--- config.mk ---
export PLATFORM = sky130hd
export DESIGN_NAME = divr_seq_div
export DESIGN_NICKNAME = d
export VERILOG_FILES = /design/src/rtl/divr_pkg.sv /design/src/rtl/divr_lzc.sv /design/src/rtl/divr_align.sv /design/src/rtl/divr_step.sv /design/src/rtl/divr_seq_div.sv
export SDC_FILE = /design/constraint.sdc
export NUM_CORES = 1
export LEC_CHECK = 0
export ABC_CLOCK_PERIOD_IN_PS = 3000
export BUFFER_PORTS_ARGS = -buffer_cell sky130_fd_sc_hd__buf_4
export CORE_MARGIN = 3
export CORE_UTILIZATION = 40
export DETAILED_ROUTE_END_ITERATION = 10
export SYNTH_ARGS = -nofsm -noshare
export SYNTH_HDL_FRONTEND = slang
export SYNTH_HIERARCHICAL = 1
export SYNTH_SLANG_ARGS = --single-unit
--- constraint.sdc ---
create_clock -name clk -period 3 [get_ports clk]
set_input_delay 0.15 -clock clk [delete_from_list [all_inputs] [get_ports clk]]
set_output_delay 0.15 -clock clk [all_outputs]
set_load 0.02 [all_outputs]
--- src/rtl/divr_pkg.sv ---
`timescale 1ns/1ps
package divr_pkg;
  typedef enum logic {
    ST_IDLE = 1'b0,
    ST_RUN  = 1'b1
  } divr_state_e;
endpackage

--- src/rtl/divr_lzc.sv ---
`timescale 1ns/1ps
// Leading-zero counter: returns W when the input is zero.
module divr_lzc #(
  parameter int W  = 32,
  parameter int CW = $clog2(W + 1)
) (
  input  logic [W-1:0]  val_i,
  output logic [CW-1:0] count_o
);
  always_comb begin
    count_o = CW'(W);
    for (int i = 0; i < W; i++) begin
      if (val_i[i]) count_o = CW'(W - 1 - i);
    end
  end
endmodule

--- src/rtl/divr_align.sv ---
`timescale 1ns/1ps
// Pre-alignment: places the numerator's leading one just below the
// denominator's leading one inside {partial remainder, quotient bits}
// and derives the number of shift-subtract steps.
module divr_align #(
  parameter int NUM_W = 96,
  parameter int DEN_W = 32,
  localparam int TOT   = NUM_W + DEN_W,
  localparam int CNT_W = $clog2(NUM_W + 1)
) (
  input  logic [NUM_W-1:0] num_i,
  input  logic [DEN_W-1:0] den_i,
  output logic [TOT-1:0]   comb_o,
  output logic [CNT_W-1:0] iter_o
);
  localparam int CWN = $clog2(NUM_W + 1);
  localparam int CWD = $clog2(DEN_W + 1);
  localparam int SW  = $clog2(TOT + 1) + 1;

  logic [CWN-1:0] lz_num;
  logic [CWD-1:0] lz_den;
  logic [SW-1:0]  nsd, dsd, shamt;

  divr_lzc #(.W(NUM_W), .CW(CWN)) lzn_i (.val_i(num_i), .count_o(lz_num));
  divr_lzc #(.W(DEN_W), .CW(CWD)) lzd_i (.val_i(den_i), .count_o(lz_den));

  always_comb begin
    nsd    = SW'(NUM_W) - SW'(lz_num);
    dsd    = SW'(DEN_W) - SW'(lz_den);
    shamt  = SW'(NUM_W) + dsd - SW'(1) - nsd;
    comb_o = TOT'(num_i) << shamt;
    iter_o = CNT_W'(nsd - dsd + SW'(1));
  end
endmodule

--- src/rtl/divr_step.sv ---
`timescale 1ns/1ps
// One restoring step: shift {part, quo} left with the previous quotient
// bit entering at the bottom, then subtract when the shifted partial
// remainder (with its headroom bit) reaches the denominator.
module divr_step #(
  parameter int NUM_W = 96,
  parameter int DEN_W = 32
) (
  input  logic [DEN_W-1:0] part_i,
  input  logic [NUM_W-1:0] quo_i,
  input  logic             qin_i,
  input  logic [DEN_W-1:0] den_i,
  output logic [DEN_W-1:0] part_o,
  output logic [NUM_W-1:0] quo_o,
  output logic             take_o,
  output logic             hr_o
);
  logic [DEN_W-1:0] shifted;

  always_comb begin
    hr_o    = part_i[DEN_W-1];
    shifted = {part_i[DEN_W-2:0], quo_i[NUM_W-1]};
    take_o  = hr_o || (shifted >= den_i);
    part_o  = take_o ? (shifted - den_i) : shifted;
    quo_o   = {quo_i[NUM_W-2:0], qin_i};
  end
endmodule

--- src/rtl/divr_seq_div.sv ---
`timescale 1ns/1ps
module divr_seq_div #(
  parameter int NUM_W = 96,
  parameter int DEN_W = 32
) (
  input  logic             clk,
  input  logic             rst_n,
  input  logic             start_i,
  input  logic [NUM_W-1:0] num_i,
  input  logic [DEN_W-1:0] den_i,
  output logic             busy_o,
  output logic             done_o,
  output logic             div0_o,
  output logic [NUM_W-1:0] quo_o,
  output logic [DEN_W-1:0] rem_o
);
  import divr_pkg::*;

  localparam int TOT   = NUM_W + DEN_W;
  localparam int CNT_W = $clog2(NUM_W + 1);

  divr_state_e      state_q;
  logic [NUM_W-1:0] num_q, qacc_q, quo_q;
  logic [DEN_W-1:0] den_q, part_q, rem_q;
  logic             qbit_q, done_q, div0_q;
  logic [CNT_W-1:0] cnt_q;

  // named internal events
  logic             accept_w, den_zero_w, num_small_w, last_w, headroom_w;
  logic [TOT-1:0]   align_comb;
  logic [CNT_W-1:0] align_iter;
  logic [DEN_W-1:0] step_part;
  logic [NUM_W-1:0] step_quo;
  logic             step_take;

  assign accept_w    = start_i && (state_q == ST_IDLE);
  assign den_zero_w  = (den_i == '0);
  assign num_small_w = (num_i < NUM_W'(den_i));
  assign last_w      = (state_q == ST_RUN) && (cnt_q == CNT_W'(1));

  divr_align #(.NUM_W(NUM_W), .DEN_W(DEN_W)) align_i (
    .num_i  (num_i),
    .den_i  (den_i),
    .comb_o (align_comb),
    .iter_o (align_iter)
  );

  divr_step #(.NUM_W(NUM_W), .DEN_W(DEN_W)) step_i (
    .part_i (part_q),
    .quo_i  (qacc_q),
    .qin_i  (qbit_q),
    .den_i  (den_q),
    .part_o (step_part),
    .quo_o  (step_quo),
    .take_o (step_take),
    .hr_o   (headroom_w)
  );

  always_ff @(posedge clk or negedge rst_n) begin
    if (!rst_n) begin
      state_q <= ST_IDLE;
      num_q   <= '0;
      den_q   <= '0;
      part_q  <= '0;
      qacc_q  <= '0;
      qbit_q  <= 1'b0;
      cnt_q   <= '0;
      quo_q   <= '0;
      rem_q   <= '0;
      done_q  <= 1'b0;
      div0_q  <= 1'b0;
    end else begin
      done_q <= 1'b0;
      div0_q <= 1'b0;
      case (state_q)
        ST_IDLE: begin
          if (accept_w) begin
            num_q <= num_i;
            den_q <= den_i;
            if (den_zero_w) begin
              done_q <= 1'b1;
              div0_q <= 1'b1;
              quo_q  <= '1;
              rem_q  <= num_i[DEN_W-1:0];
            end else if (num_small_w) begin
              done_q <= 1'b1;
              quo_q  <= '0;
              rem_q  <= num_i[DEN_W-1:0];
            end else begin
              part_q  <= align_comb[TOT-1:NUM_W];
              qacc_q  <= align_comb[NUM_W-1:0];
              qbit_q  <= 1'b0;
              cnt_q   <= align_iter;
              state_q <= ST_RUN;
            end
          end
        end
        ST_RUN: begin
          if (last_w) begin
            quo_q   <= {step_quo[NUM_W-2:0], step_take};
            rem_q   <= step_part;
            done_q  <= 1'b1;
            state_q <= ST_IDLE;
          end else begin
            part_q <= step_part;
            qacc_q <= step_quo;
            qbit_q <= step_take;
            cnt_q  <= cnt_q - CNT_W'(1);
          end
        end
        default: state_q <= ST_IDLE;
      endcase
    end
  end

  assign busy_o = (state_q == ST_RUN);
  assign done_o = done_q;
  assign div0_o = div0_q;
  assign quo_o  = quo_q;
  assign rem_o  = rem_q;
endmodule

==> results.json <==
{
  "status": "finished, violations left",
  "violations": "negative setup slack",
  "seqCellArea_mm2": 0.007488,
  "multiInputGateArea_mm2": 0.02287,
  "reg2reg_depth": 18,
  "fill_cells": 6332,
  "r2r_start": "qacc_q[95]",
  "worst_pin_slew_ns": 0.6838,
  "tritoncts": "done",
  "reg2reg_to": "rem_o[22]",
  "first_pass_iters": 5,
  "core_region_area_mm2": 0.07370,
  "powerDensity_mw_per_mm2": 1292,
  "grt_antenna_before_repair": 3,
  "wirelength_um": 143800,
  "crit_arrival_ns": 5.59,
  "placed_cell_area_mm2": 0.04035,
  "worstHoldPathType": "primary input to flop",
  "cts_buffer_depth": 3,
  "fp-row-count": 99,
  "clock-sinks": 299,
  "finalInstanceArea_mm2": 0.04608,
  "layout_common_cells": "buf_4 (1268), nand2_1 (412), dfrtp_1 (296)",
  "finClkSkew_ns": 0.04854,
  "fin_crit_ns": 5.103,
  "rrSetupSlack_ns": -0.38,
  "grt_pass1_vias": 32620,
  "syn_area_per_cell_um2": 8.611,
  "fin_crit_sh_pct": 170.1,
  "ys_warn_count": 6,
  "setup_viol": 181,
  "worst-setup-path-type": "primary input to flop",
  "syn-num-nets": 3716,
  "dp_hpwl_um": 113800,
  "routabilityCongestion": 1.069,
  "end_kind": "flop",
  "final_common_cell": "buf_4",
  "grt_setup_unrepaired": "yes",
  "htreeDepth": 2,
  "hold_viol": 0,
  "vias": 32940,
  "fmax_mhz": 196.0,
  "die_y_um": 280.2,
  "clock-root-buffer": "clkbuf_16",
  "worst_slack_ns": -2.103,
  "p_leak_nw": 21.99,
  "hp-start": "den_i[18]",
  "netlist_instances": 3493,
  "cts_inserted_buffers": 37,
  "portBuffers": 261,
  "clk_pin_slew_ns": 0.06,
  "io_pins": 262,
  "dieArea_mm2": 0.07852,
  "slew_headroom_pct": 53.11,
  "grt_overflow": 0,
  "grt_max_degree": 141,
  "drc": 0,
  "drive_gt1_share_pct": 50.72,
  "area_delta_synth_final_pct": 53.19,
  "cp_max_fo": 8,
  "ant_nets": 0,
  "final_util_pct": 62.52,
  "grt_pass1_wl_um": 211600,
  "worstPathRequired_ns": 3.49,
  "whs_endpoint": "den_q[18]",
  "hold_depth": 4,
  "maxSlewViolCount": 0,
  "peakVddDrop_uv": 651.0,
  "dieWidth_um": 280.2,
  "vias_per_cell": 5.842,
  "initial_core_util_pct": 40.81,
  "final_nets": 4877,
  "start_kind": "primary input",
  "p_total_mw": 59.51,
  "synth_area_mm2": 0.03008,
  "drt_first_iter_violations": 3437,
  "cap_violations": 0,
  "grt_usage_pct": 35.70,
  "post_drt_wl_per_cell_um": 25.50,
  "clk-insertion-delay-late_ns": 0.59
}
==> power by group <==
group / switching (mW) / internal (mW) / total (mW)
logic: 24.6 / 23.0 / 47.6
clock network: 1.88 / 2.69 / 4.57
registers: 1.36 / 6.03 / 7.40
total: 27.8 / 31.7 / 59.5
==> state kept, by name, indices dropped and copies added, names as in the netlist <==
register / flops
div0_o: 1
part_q: 32
cnt_q: 7
quo_o: 96
busy_o: 1
qbit_q: 1
rem_o: 32
qacc_q: 96
den_q: 32
done_o: 1
==> area by class of cell <==
type	count	area share, %
timing repair buffer	1439	26.39
clock inverter	14	0.4046
multi-input combinational	2580	49.64
inverter	297	2.455
antenna	3	0.01629
tap	959	2.604
sequential	299	16.25
clock buffer	48	2.232
==> layer usage <==
metal	track usage (%)	up-vias	part of all wire, %
met4	19.15	2	6.6
met5	0	-	0.0090
met3	4.643	336	7.0
met1	48.89	16200	43
met2	54.92	1496	44
li1	-	14900	-
==> what timing repair did <==
action / in CTS / in global routing
hold endpoints to repair: 88 / 0
gates resized for setup: 559 / 220
gates cloned: 10 / 1
setup endpoints to repair: 262 / 175
hold buffers: 9 / 0
setup buffers: 108 / 25
pin swaps: 102 / 68
==> worst max-delay path by stage <==
stage                     slack, ns  cells past startpoint         end      start
after floorplan               -1.75                     22  part_q[22]  num_i[12]
after global placement        -3.08                     26   part_q[7]  num_i[80]
after detailed placement      -3.19                     26   part_q[7]  num_i[27]
after CTS                     -2.01                     28   qacc_q[8]   num_i[6]
after global routing          -2.18                     27   part_q[7]  num_i[57]
final                         -2.10                     24  qacc_q[83]  num_i[29]
==> metrics by stage <==
step           TNS, ns  hold slack (ns)  setup slack, ns  std cells
2_1_floorplan  -199.59          -0.1456           -1.753       3493
3_3_place_gp   -389.27           0.1361           -3.081       5445
3_5_place_dp   -389.64           0.1349           -3.189       5445
4_1_cts        -243.32         0.005134           -2.014       5617
5_1_grt        -272.86          0.03773           -2.181       5637
6_report       -250.52          0.01507           -2.103       5639
==> critical path, cell delays in order <==
cell      delay [ns]
buf_4           0.12
buf_4           0.21
o41ai_1         0.49
nand2_1         0.14
o21ai_2         0.17
a41oi_2         0.15
o31ai_4         0.30
buf_6           0.16
xnor2_4         0.12
inv_2           0.07
ha_4            0.22
fa_4            0.52
xnor2_4         0.25
buf_12          0.18
buf_12          0.13
buf_6           0.10
mux2_4          0.30
mux2_4          0.27
mux4_2          0.56
or3_4           0.42
o211ai_1        0.19
inv_1           0.09
o21ai_2         0.11
mux2_4          0.15
Power figures use the tool's default switching activity.
